File: config.mk
export PLATFORM = sky130hd
export DESIGN_NAME = pin_input_cond
export DESIGN_NICKNAME = d
export VERILOG_FILES = /design/src/rtl/nbsel_pkg.sv /design/src/rtl/nbsel_src_mux.sv /design/src/rtl/nbsel_deglitch.sv /design/src/rtl/nbsel_pin.sv /design/src/rtl/pin_input_cond.sv
export SDC_FILE = /design/constraint.sdc
export NUM_CORES = 1
export LEC_CHECK = 0
export ABC_AREA = 0
export BUFFER_PORTS_ARGS = -buffer_cell sky130_fd_sc_hd__buf_2
export CAP_MARGIN = 20
export CORE_MARGIN = 8
export CORE_UTILIZATION = 61
export CTS_CLUSTER_DIAMETER = 150
export DETAILED_ROUTE_END_ITERATION = 6
export PLACE_DENSITY_LB_ADDON = 0.3
export SLEW_MARGIN = 15
export SYNTH_ARGS = -nofsm -noshare
export SYNTH_HDL_FRONTEND = slang
export SYNTH_SLANG_ARGS = --single-unit
File: constraint.sdc
create_clock -name clk -period 6.2 [get_ports clk]
set_input_delay 1.24 -clock clk [delete_from_list [all_inputs] [get_ports clk]]
set_output_delay 1.24 -clock clk [all_outputs]
set_load 0.005 [all_outputs]
File: src/rtl/nbsel_pkg.sv
package nbsel_pkg;

    localparam int NSET   = 4;
    localparam int CODE_W = 3;
    localparam int SIZE_W = 2;
    localparam int PICK_W = $clog2(NSET);
    localparam int HIST_W = 8;
    localparam int REACH  = 3;
    localparam int WIN_W  = 2 * REACH + 1;

    typedef enum logic [CODE_W-1:0] {
        SRC_OWN = 3'd0,
        SRC_UP1 = 3'd1,
        SRC_UP2 = 3'd2,
        SRC_UP3 = 3'd3,
        SRC_FB  = 3'd4,
        SRC_DN1 = 3'd5,
        SRC_DN2 = 3'd6,
        SRC_DN3 = 3'd7
    } src_code_t;

    typedef struct packed {
        logic              en;
        logic [SIZE_W-1:0] size;
        logic              tick;
    } flt_cfg_t;

    function automatic int run_len(input logic [SIZE_W-1:0] size);
        case (size)
            2'd0:    return 2;
            2'd1:    return 3;
            2'd2:    return 5;
            default: return 8;
        endcase
    endfunction

    function automatic logic [HIST_W-1:0] run_mask(input logic [SIZE_W-1:0] size);
        logic [HIST_W-1:0] m;
        m = '0;
        for (int i = 0; i < HIST_W; i++) begin
            if (i < run_len(size)) m[i] = 1'b1;
        end
        return m;
    endfunction

endpackage

File: src/rtl/nbsel_src_mux.sv
module nbsel_src_mux
    import nbsel_pkg::*;
(
    input  logic [WIN_W-1:0]  win,
    input  logic              fb,
    input  logic [CODE_W-1:0] code,
    output logic              sel_o
);

    always_comb begin
        case (src_code_t'(code))
            SRC_OWN: sel_o = win[REACH];
            SRC_UP1: sel_o = win[REACH+1];
            SRC_UP2: sel_o = win[REACH+2];
            SRC_UP3: sel_o = win[REACH+3];
            SRC_FB:  sel_o = fb;
            SRC_DN1: sel_o = win[REACH-1];
            SRC_DN2: sel_o = win[REACH-2];
            default: sel_o = win[REACH-3];
        endcase
    end

    // own-pin code routes the window centre
    always_comb begin
        if (code == 3'd0) p_own_route_r1: assert (sel_o == win[REACH]);
    end

    // feedback code routes the gated drive bit
    always_comb begin
        if (code == 3'd4) p_fb_route_r4: assert (sel_o == fb);
    end

endmodule

File: src/rtl/nbsel_deglitch.sv
module nbsel_deglitch
    import nbsel_pkg::*;
(
    input  logic     clk,
    input  logic     rst,
    input  flt_cfg_t cfg,
    input  logic     src,
    output logic     flt_o
);

    logic [HIST_W-1:0] hist_q;
    logic [HIST_W-1:0] hist_nx;
    logic [HIST_W-1:0] mask;
    logic              agree;
    logic              filt_q;

    always_comb begin
        hist_nx = {hist_q[HIST_W-2:0], src};
        mask    = run_mask(cfg.size);
        agree   = ((hist_nx & mask) == mask) || ((hist_nx & mask) == '0);
    end

    always_ff @(posedge clk) begin
        if (rst) begin
            hist_q <= '0;
            filt_q <= 1'b0;
        end else begin
            if (cfg.tick) hist_q <= hist_nx;
            if (!cfg.en) filt_q <= src;
            else if (cfg.tick && agree) filt_q <= src;
        end
    end

    assign flt_o = cfg.en ? filt_q : src;

    // no strobe, no movement while filtering
    p_hold_no_tick_r7: assert property (@(posedge clk) disable iff (rst)
        (cfg.en && !cfg.tick) |=> $stable(filt_q));

    // a split run holds the level
    p_hold_split_r7: assert property (@(posedge clk) disable iff (rst)
        (cfg.en && cfg.tick && !agree) |=> $stable(filt_q));

    // a unanimous run adopts the sampled level
    p_take_level_r7: assert property (@(posedge clk) disable iff (rst)
        (cfg.en && cfg.tick && agree) |=> (filt_q == $past(src)));

endmodule

File: src/rtl/nbsel_pin.sv
module nbsel_pin
    import nbsel_pkg::*;
(
    input  logic                   clk,
    input  logic                   rst,
    input  logic [WIN_W-1:0]       win,
    input  logic                   fb,
    input  logic [CODE_W-1:0]      code_a,
    input  logic [CODE_W-1:0]      code_b,
    input  logic [PICK_W-1:0]      pick,
    input  logic [NSET-1:0]        bank_en,
    input  logic [NSET*SIZE_W-1:0] bank_size,
    input  logic [NSET-1:0]        bank_tick,
    output logic                   a_o,
    output logic                   b_o
);

    flt_cfg_t           cfg;
    logic [1:0]         raw;
    logic [1:0]         cond;
    logic [1:0][CODE_W-1:0] codes;

    always_comb begin
        cfg.en   = bank_en[pick];
        cfg.size = bank_size[pick*SIZE_W +: SIZE_W];
        cfg.tick = bank_tick[pick];
    end

    assign codes[0] = code_a;
    assign codes[1] = code_b;

    for (genvar c = 0; c < 2; c++) begin : g_chan
        nbsel_src_mux u_mux (
            .win   (win),
            .fb    (fb),
            .code  (codes[c]),
            .sel_o (raw[c])
        );
        nbsel_deglitch u_flt (
            .clk   (clk),
            .rst   (rst),
            .cfg   (cfg),
            .src   (raw[c]),
            .flt_o (cond[c])
        );
    end

    assign a_o = cond[0];
    assign b_o = cond[1];

    // a disabled setting leaves the chosen source untouched
    always_comb begin
        if (!cfg.en) p_bypass_r5: assert (a_o == raw[0] && b_o == raw[1]);
    end

endmodule

File: src/rtl/pin_input_cond.sv
module pin_input_cond
    import nbsel_pkg::*;
#(
    parameter int NUM_PINS = 8
) (
    input  logic                       clk,
    input  logic                       rst,
    input  logic [NUM_PINS-1:0]        pin_in,
    input  logic [NUM_PINS-1:0]        drv_val,
    input  logic [NUM_PINS-1:0]        drv_en,
    input  logic [3*NUM_PINS-1:0]      sel_a,
    input  logic [3*NUM_PINS-1:0]      sel_b,
    input  logic [2*NUM_PINS-1:0]      set_sel,
    input  logic [3:0]                 glb_en,
    input  logic [7:0]                 glb_size,
    input  logic [3:0]                 glb_tick,
    output logic [NUM_PINS-1:0]        a_out,
    output logic [NUM_PINS-1:0]        b_out,
    output logic [NUM_PINS-1:0]        in_out
);

    localparam int EXT_W = NUM_PINS + 2 * REACH;

    logic [EXT_W-1:0]    ext;
    logic [NUM_PINS-1:0] fb_bits;

    assign ext     = {{REACH{1'b0}}, pin_in, {REACH{1'b0}}};
    assign fb_bits = drv_val & drv_en;

    for (genvar p = 0; p < NUM_PINS; p++) begin : g_pin
        nbsel_pin u_pin (
            .clk       (clk),
            .rst       (rst),
            .win       (ext[p +: WIN_W]),
            .fb        (fb_bits[p]),
            .code_a    (sel_a[p*CODE_W +: CODE_W]),
            .code_b    (sel_b[p*CODE_W +: CODE_W]),
            .pick      (set_sel[p*PICK_W +: PICK_W]),
            .bank_en   (glb_en),
            .bank_size (glb_size),
            .bank_tick (glb_tick),
            .a_o       (a_out[p]),
            .b_o       (b_out[p])
        );
    end

    assign in_out = a_out;

    // processor-side value mirrors the conditioned A
    always_comb begin
        p_in_is_a_r8: assert (in_out == a_out);
    end

endmodule

==> results of run 1 <==
==> cell usage after synthesis (3+ instances only) <==
cell	instances
a211o_1	6
clkbuf_1	24
a21oi_1	47
nand3b_1	3
a31oi_1	3
and3_1	4
nor2_1	111
mux2i_1	107
and2_0	4
mux2_2	16
nor3_1	6
o211ai_1	8
buf_4	24
a211oi_1	13
o31ai_1	12
o31a_1	12
mux4_2	47
o21ai_0	12
a311oi_1	4
nand2_1	59
dfxtp_1	128
inv_1	18
o211a_1	3
nand3_1	32
or2_2	3
o32ai_1	3
buf_2	14
a2111oi_0	3
nor2b_1	8
a21o_1	8
o221a_2	4
nor3b_1	5
nand2b_1	8
==> flip-flops by register name, indices dropped and copies added (netlist names) <==
register / count
g_pin.u_pin.g_chan.u_flt.filt_q: 16
g_pin.u_pin.g_chan.u_flt.hist_q: 112
==> stage by stage <==
| stage | utilization, % | instance area (sq um) |
|---|---|---|
| 2_1_floorplan | - | 7600 |
| 3_3_place_gp | 67.1 | 8120 |
| 3_5_place_dp | 67.1 | 8120 |
| 4_1_cts | 72.1 | 8730 |
| 5_1_grt | 72.1 | 8730 |
| 6_report | 72.1 | 8730 |
==> area by class of cell <==
type                       instances  area (sq um)  area share [%]
timing repair buffer             131           663            7.60
clock inverter                     4          70.1           0.803
sequential                       128          2560            29.3
inverter                          18          67.6           0.774
antenna                            1          2.50          0.0287
clock buffer                      28           537            6.15
tap                              168           210            2.41
multi-input combinational        585          4620            52.9
==> worst max-delay path, cell delays in order <==
cell and delay [ns]:
buf_2 0.09, and2_0 0.18, mux4_2 0.46, mux2_2 0.31, mux2i_1 0.25, inv_1 0.08
buf_2 0.13
==> worst max-delay path by stage <==
stage / endpoint / slack [ns]
6_report: a_out[2] / 2.22
5_1_grt: a_out[2] / 2.14
4_1_cts: a_out[2] / 2.22
3_5_place_dp: a_out[2] / 2.23
3_3_place_gp: a_out[2] / 2.26
2_1_floorplan: a_out[5] / 2.40
==> cells by family (layout without fill, tap and decap cells) <==
logic type | after synthesis | count (layout) | share of synthesized area [%]
simple gates | 258 | 258 | 15.5
compound gates | 156 | 156 | 14.5
flops | 128 | 128 | 33.7
mux | 171 | 171 | 30.7
other cells | 0 | 1 | 0
buf+inv | 81 | 181 | 5.52
==> routing by layer <==
metal	GRT usage (%)	wire (microns)
met2	42.0	9970
met4	8.95	322
met5	0	0
met3	5.99	1860
met1	30.3	8420
==> power by group <==
group	total, uW	switching [uW]	internal, uW
Clock	1020	351	666
Combinational	414	226	188
Sequential	880	25.5	854
==> impl_metrics.env, run 1 <==
export IMPL_syn_to_final_growth_pct=14.9
export IMPL_grt_overflow=0
export IMPL_die_x_microns=128
export IMPL_fmax_mhz=251
export IMPL_cts_htree_levels=4
export IMPL_setup_slack_ns=2.22
export IMPL_synth_flop_cell="dfxtp_1"
export IMPL_num_vias=6674
export IMPL_cts_root_buf="clkbuf_16"
export IMPL_nNetsFinal=987
export IMPL_r2r_end="g_pin[1].u_pin.g_chan[0].u_flt.filt_q$_SDFFE_PP0P_"
export IMPL_grt_pass1_vias=6536
export IMPL_run_status="completed"
export IMPL_slew_violations=0
export IMPL_start_kind="input pin"
export IMPL_cts_path_max_buffers=2
export IMPL_synth_ff_latch_count=128
export IMPL_worst_endpoint_required_ns=4.96
export IMPL_hold_viol_final=0
export IMPL_hold_class="reg2reg"
export IMPL_syn_num_nets=900
export IMPL_drive_above_1_share_pct=26.0
export IMPL_finalPower_uw=2310
export IMPL_grt_usage_pct=24.9
export IMPL_holdPathStages=2
export IMPL_cts_resized=0
export IMPL_cts_hold_buf=0
export IMPL_worstMarginPinSlew_ns=1.00
export IMPL_post_drt_wl_per_cell_microns=19.4
export IMPL_grt_max_degree=99
export IMPL_placed_cells=1030
export IMPL_synth_top_cell_area_share_pct=33.7
export IMPL_vdd_drop_max_uv=180
export IMPL_cts_setup_buffers=0
export IMPL_setup_viol=0
export IMPL_synth_edf_count=0
export IMPL_grt_pass1_wl_microns=32400
export IMPL_via_per_inst=6.28
export IMPL_ys_seq_area_share_pct=33.7
export IMPL_crit_type="in2out"
export IMPL_r2r_slack_ns=4.53
export IMPL_finalSetupTns_ns=0
export IMPL_pwr_density_cell_nw_per_um2=265
export IMPL_core_sq_um=12100
export IMPL_drc_errors=0
export IMPL_die_area_sq_um=16300
export IMPL_cp_max_fo=4
export IMPL_yosysTopAreaCell="dfxtp_1"
export IMPL_ys_types=58
export IMPL_cts_buffers=17
export IMPL_syn_inst=794
export IMPL_setup_worst_path_end_class="output pin"
export IMPL_synth_area_top_cells="dfxtp_1, mux2i_1, mux4_2"
export IMPL_first_pass_iters=5
export IMPL_ios=130
export IMPL_min_from="g_pin[6].u_pin.g_chan[1].u_flt.hist_q[6]$_SDFFE_PP0P_"
export IMPL_rsz0062_at_grt="no"
export IMPL_port_buffers=129
export IMPL_dpl_hpwl_microns=14700
export IMPL_drtIter0Drc=707
export IMPL_syn_area_per_cell_sq_um=9.57
export IMPL_initial_core_util_pct=62.7
export IMPL_antenna_found_initial=0
export IMPL_crit_arrival_ns=2.74
export IMPL_ant_nets=0
export IMPL_whs_endpoint="g_pin[6].u_pin.g_chan[1].u_flt.hist_q[6]$_SDFFE_PP0P_"
export IMPL_post_route_min_period_ns=3.98
export IMPL_fin_hold_ws_ns=0.480
export IMPL_min_period_over_period_pct=64.2
export IMPL_syn_area_sq_um=7600
export IMPL_reg2reg_depth=5
export IMPL_startpoint="drv_val[2]"
export IMPL_synth_warnings=0
export IMPL_cts_tree="built"
export IMPL_fin_cells=1063
export IMPL_timing_rr_start="g_pin[1].u_pin.g_chan[0].u_flt.hist_q[6]$_SDFFE_PP0P_"
export IMPL_path_clk_slew_ns=0.05
export IMPL_skew_ns=0.00543
export IMPL_power_leakage_uw=0.00366
export IMPL_postRouteWirelength_microns=20600
export IMPL_dieHeight_microns=128
export IMPL_slew_headroom_pct=33.0
export IMPL_place_gp_congestion=0.864
export IMPL_drv_cap=0
export IMPL_fillers=905
export IMPL_cts_sinks=128
export IMPL_layout_common_cells="dfxtp_1, buf_2, nor2_1"
export IMPL_place_ws_ns=2.23
export IMPL_async_flop_share_pct=0
export IMPL_insertion_delay_ns=0.42
export IMPL_core_rowCount=40
Power figures use the tool's default switching activity.
==> run 2, diff against run 1 <==
--- a/config.mk
+++ b/config.mk
@@ -9,7 +9,7 @@
 export BUFFER_PORTS_ARGS = -buffer_cell sky130_fd_sc_hd__buf_2
 export CAP_MARGIN = 20
 export CORE_MARGIN = 8
-export CORE_UTILIZATION = 61
+export CORE_UTILIZATION = 57
 export CTS_CLUSTER_DIAMETER = 150
 export DETAILED_ROUTE_END_ITERATION = 6
 export PLACE_DENSITY_LB_ADDON = 0.3
==> constraint.sdc (replaced) <==
create_clock -name clk -period 3.7 [get_ports clk]
set_input_delay 0.74 -clock clk [delete_from_list [all_inputs] [get_ports clk]]
set_output_delay 0.74 -clock clk [all_outputs]
set_load 0.005 [all_outputs]
==> impl_metrics.env, run 2 (synthesis results as in run 1) <==
export IMPL_via_per_inst=6.08
export IMPL_pwr_density_cell_nw_per_um2=448
export IMPL_grt_overflow=0
export IMPL_place_gp_congestion=0.837
export IMPL_p_clk_share_pct=45.2
export IMPL_start_kind="input pin"
export IMPL_run_status="completed"
export IMPL_nNetsFinal=988
export IMPL_drv_cap=0
export IMPL_drc_errors=0
export IMPL_core_rowCount=42
export IMPL_internal_power_uw=2920
export IMPL_cts_setup_buffers=0
export IMPL_rsz0062_at_grt="no"
export IMPL_ios=130
export IMPL_setup_viol=0
export IMPL_min_period_over_period_pct=80.9
export IMPL_postRouteWirelength_microns=19400
export IMPL_power_leakage_uw=0.00367
export IMPL_grt_pass1_vias=6358
export IMPL_insertion_delay_ns=0.42
export IMPL_cts_resized=0
export IMPL_first_pass_iters=5
export IMPL_cts_path_max_buffers=2
export IMPL_drtIter0Drc=540
export IMPL_hold_viol_final=0
export IMPL_p_seq_share_pct=37.4
export IMPL_reg_top3="g_pin.u_pin.g_chan.u_flt.hist_q (112), g_pin.u_pin.g_chan.u_flt.filt_q (16)"
export IMPL_comb_power_share_pct=17.4
export IMPL_postLayoutCellArea_sq_um=8780
export IMPL_grt_max_degree=73
export IMPL_grt_usage_pct=22.5
export IMPL_largest_reg_flops=112
export IMPL_largest_register="g_pin.u_pin.g_chan.u_flt.hist_q"
export IMPL_cts_root_buf="clkbuf_16"
export IMPL_cts_htree_levels=4
export IMPL_dieHeight_microns=131
export IMPL_fillers=1088
export IMPL_antenna_found_initial=3
export IMPL_cp_slowest_stage_delay_ns=0.46
export IMPL_vdd_drop_max_uv=290
export IMPL_slew_headroom_pct=50.4
export IMPL_post_drt_wl_per_cell_microns=18.1
export IMPL_cts_hold_buf=0
export IMPL_setup_worst_path_end_class="output pin"
export IMPL_initial_core_util_pct=57.8
export IMPL_core_sq_um=13100
export IMPL_cts_tree="built"
export IMPL_port_buffers=129
export IMPL_placed_area_sq_um=8140
export IMPL_slew_violations=0
export IMPL_layout_common_cells="dfxtp_1, buf_2, nor2_1"
export IMPL_cts_buffers=17
export IMPL_cp_max_fo=4
export IMPL_path_clk_slew_ns=0.05
export IMPL_p_sw_share_pct=25.8
export IMPL_crit_type="in2out"
export IMPL_crit_arrival_ns=2.25
export IMPL_path_cells="buf_2, and2_0, mux4_2, mux2_2, mux2i_1, inv_1, buf_2"
export IMPL_grt_pass1_wl_microns=31900
export IMPL_worstMarginPinSlew_ns=0.744
export IMPL_cts_sinks=128
export IMPL_fmax_mhz=334
export IMPL_critPathMostFrequentCell="buf_2"
export IMPL_ant_nets=0
export IMPL_drive_above_1_share_pct=26.4
export IMPL_p_sw_uw=1010
export IMPL_die_area_sq_um=17300
export IMPL_hold_class="reg2reg"
export IMPL_die_x_microns=131
export IMPL_finalSetupTns_ns=0
export IMPL_slowest_stage="mux4_2"
export IMPL_skew_ns=0.00480
export IMPL_syn_to_final_growth_pct=15.5
export IMPL_worst_endpoint_required_ns=2.96
export IMPL_num_vias=6534
export IMPL_dpl_hpwl_microns=13800
export IMPL_post_route_min_period_ns=2.99
[run 2: cell count changes in the layout (fill, tap and decap cells not counted), sizes merged]
cell      change
buf           +1
bufinv        +2
clkbuf        -7
diode         +3
clkinv        +3
clkinvlp      +2
[run 2: routing by layer]
metal / vias up / GRT usage [%] / part of all wire, %
met3: 41 / 6.48 / 7.9
met1: 3111 / 28.7 / 43
met5: - / 0 / 0.046
met4: 2 / 8.68 / 2.3
met2: 253 / 35.5 / 46
li1: 3127 / - / -
[run 2: path summary, 6_finish.rpt]
path                                                              start                                                     to  slack (ns)  cells past startpoint
setup / recovery                                             drv_val[2]                                               a_out[2]        0.71                      7
hold / removal    g_pin[6].u_pin.g_chan[1].u_flt.hist_q[6]$_SDFFE_PP0P_  g_pin[6].u_pin.g_chan[1].u_flt.hist_q[6]$_SDFFE_PP0P_        0.47                      2
setup reg to reg  g_pin[6].u_pin.g_chan[1].u_flt.hist_q[4]$_SDFFE_PP0P_     g_pin[6].u_pin.g_chan[1].u_flt.filt_q$_SDFFE_PP0P_        2.11                      4
hold reg to reg   g_pin[6].u_pin.g_chan[1].u_flt.hist_q[6]$_SDFFE_PP0P_  g_pin[6].u_pin.g_chan[1].u_flt.hist_q[6]$_SDFFE_PP0P_        0.47                      2
[run 2: area by class of cell]
class | instances | area, sq um | area share, %
Multi-Input combinational cell | 585 | 4620 | 52.6
Sequential cell | 128 | 2560 | 29.2
Timing Repair Buffer | 132 | 671 | 7.64
Clock buffer | 21 | 470 | 5.36
Tap cell | 176 | 220 | 2.51
Clock inverter | 11 | 160 | 1.82
Inverter | 18 | 67.6 | 0.770
Antenna cell | 4 | 10.0 | 0.114
[run 2: per-stage QoR]
stage / setup WS, ns / total power [uW] / hold slack, ns / cells / util (%)
2_1_floorplan: 0.901 / 2000 / 0.447 / 794 / -
3_3_place_gp: 0.749 / 2170 / 0.462 / 1039 / 62.0
3_5_place_dp: 0.735 / 2170 / 0.467 / 1039 / 62.0
4_1_cts: 0.716 / 3950 / 0.472 / 1071 / 66.8
5_1_grt: 0.634 / 4090 / 0.508 / 1072 / 66.8
6_report: 0.707 / 3930 / 0.470 / 1075 / 66.8
[run 2: power by group through the flow]
stage               clock network [uW]  registers (uW)  logic [uW]
detailed placement                   0            1500         676
floorplan                            0            1490         508
global placement                     0            1500         669
finish                            1780            1470         683
global route                      1860            1480         745
CTS                               1800            1470         680
[run 2: critical path, delay by kind of cell]
family / cells / cell delay (ns)
buf+inv: 3 / 0.30
mux: 3 / 1.03
simple gates: 1 / 0.17
==> run 3, diff against run 2 <==
==> constraint.sdc (replaced) <==
create_clock -name clk -period 2.8 [get_ports clk]
set_input_delay 0.56 -clock clk [delete_from_list [all_inputs] [get_ports clk]]
set_output_delay 0.56 -clock clk [all_outputs]
set_load 0.005 [all_outputs]
==> impl_metrics.env, run 3 (synthesis results as in run 1) <==
export IMPL_path_cells="buf_2, and2_0, mux4_2, mux2_2, mux2i_1, inv_1, buf_2"
export IMPL_critPathBufInv=3
export IMPL_cts_resized=0
export IMPL_reg_top3="g_pin.u_pin.g_chan.u_flt.hist_q (112), g_pin.u_pin.g_chan.u_flt.filt_q (16)"
export IMPL_ios=130
export IMPL_slew_violations=0
export IMPL_timing_rr_start="g_pin[6].u_pin.g_chan[1].u_flt.hist_q[4]$_SDFFE_PP0P_"
export IMPL_reg2reg_depth=4
export IMPL_cts_buffers=17
export IMPL_postRouteWirelength_microns=19600
export IMPL_worstMarginPinSlew_ns=0.604
export IMPL_die_area_sq_um=17300
export IMPL_dieHeight_microns=131
export IMPL_place_gp_congestion=0.843
export IMPL_grt_usage_pct=22.2
export IMPL_rsz0062_at_grt="no"
export IMPL_r2r_end="g_pin[6].u_pin.g_chan[1].u_flt.filt_q$_SDFFE_PP0P_"
export IMPL_slew_headroom_pct=59.7
export IMPL_antenna_found_initial=3
export IMPL_cts_hold_buf=0
export IMPL_port_buffers=129
export IMPL_nNetsFinal=995
export IMPL_insertion_delay_ns=0.42
export IMPL_drv_cap=0
export IMPL_cp_depth=7
export IMPL_first_pass_iters=6
export IMPL_cts_root_buf="clkbuf_16"
export IMPL_hold_class="reg2reg"
export IMPL_grt_max_degree=126
export IMPL_cts_path_max_buffers=2
export IMPL_via_per_inst=6.07
export IMPL_cp_max_fo=4
export IMPL_setup_viol=0
export IMPL_cp_slowest_stage_delay_ns=0.47
export IMPL_post_route_min_period_ns=2.59
export IMPL_cts_setup_buffers=0
export IMPL_vdd_drop_max_uv=402
export IMPL_ant_nets=0
export IMPL_finalSetupTns_ns=0
export IMPL_skew_ns=0.00572
export IMPL_power_leakage_uw=0.00371
export IMPL_dpl_hpwl_microns=13800
export IMPL_placed_cells=1046
export IMPL_core_sq_um=13100
export IMPL_fmax_mhz=386
export IMPL_syn_to_final_growth_pct=16.4
export IMPL_crit_type="in2out"
export IMPL_core_rowCount=42
export IMPL_initial_core_util_pct=57.8
export IMPL_drive_above_1_share_pct=27.1
export IMPL_crit_arrival_ns=2.03
export IMPL_fin_cells=1080
export IMPL_slowest_stage="mux4_2"
export IMPL_pwr_density_cell_nw_per_um2=589
export IMPL_hold_viol_final=0
export IMPL_r2r_slack_ns=1.24
export IMPL_min_from="g_pin[6].u_pin.g_chan[0].u_flt.hist_q[6]$_SDFFE_PP0P_"
export IMPL_post_drt_wl_per_cell_microns=18.1
export IMPL_die_x_microns=131
export IMPL_start_kind="input pin"
export IMPL_grt_overflow=0
export IMPL_num_vias=6560
export IMPL_drc_errors=0
export IMPL_cts_tree="built"
export IMPL_grt_pass1_vias=6230
export IMPL_largest_register="g_pin.u_pin.g_chan.u_flt.hist_q"
export IMPL_grt_pass1_wl_microns=31400
export IMPL_drtIter0Drc=578
export IMPL_path_clk_slew_ns=0.05
export IMPL_cts_htree_levels=4
export IMPL_holdPathStages=2
export IMPL_critPathMostFrequentCell="buf_2"
export IMPL_cts_sinks=128
export IMPL_worst_endpoint_required_ns=2.24
export IMPL_setup_worst_path_end_class="output pin"
export IMPL_whs_endpoint="g_pin[6].u_pin.g_chan[0].u_flt.hist_q[6]$_SDFFE_PP0P_"
export IMPL_min_period_over_period_pct=92.5
export IMPL_run_status="completed"
export IMPL_layout_common_cells="dfxtp_1, buf_2, nor2_1"
export IMPL_largest_reg_flops=112
export IMPL_critPathTopFamily="multiplexers"
## run 3: cell types whose count changed in the layout (fill, tap and decap cells not counted)
cell        delta
buf_12         +1
buf_4          +6
bufinv_16      -1
clkbuf_1       -1
clkbuf_8       +3
clkinv_2       -2
clkinvlp_4     +1
diode_2        -2
## run 3: power by group
part / internal, uW / switching (uW)
Clock: 1540 / 801
Combinational: 430 / 495
Sequential: 1890 / 55.1
## run 3: worst max path at each step
stage                 to        from  slack (ns)
2_1_floorplan   a_out[5]   pin_in[2]        0.36
4_1_cts         a_out[2]  drv_val[2]        0.19
3_5_place_dp    a_out[2]  drv_val[2]        0.21
3_3_place_gp    a_out[2]  drv_val[2]        0.20
6_report        a_out[2]  drv_val[2]        0.21
5_1_grt        in_out[2]  drv_val[2]        0.06
## run 3: per-layer routing
metal	vias to the layer above	share of wire [%]	track usage, %
met2	261	46	34.8
li1	3135	-	-
met5	-	0.092	0
met3	44	7.8	6.25
met4	4	2.5	9.06
met1	3116	43	28.3
## run 3: final cells by class
| class | instances | area, sq um |
|---|---|---|
| clock buffer | 23 | 508 |
| clock inverter | 9 | 128 |
| tap | 176 | 220 |
| timing repair buffer | 139 | 736 |
| sequential | 128 | 2560 |
| multi-input combinational | 585 | 4620 |
| fill | 1056 | 4290 |
| antenna | 2 | 5.00 |
| inverter | 18 | 67.6 |
## run 3: metrics by stage
step                      power [uW]  setup slack [ns]  area (sq um)  hold slack (ns)  util, %
after floorplan                 2640             0.361          7600            0.447        -
after global placement          2880             0.205          8200            0.462     62.4
after global routing            5420            0.0559          8840            0.502     67.3
final                           5210             0.209          8840            0.478     67.3
after detailed placement        2890             0.213          8200            0.473     62.4
after CTS                       5230             0.189          8840            0.480     67.3
## run 3: worst register-to-register path: stages (launching register included)
cell,delay (ns)
dfxtp_1,0.33
o31a_1,0.30
o31a_2,0.27
a2111oi_0,0.40
o32ai_1,0.12
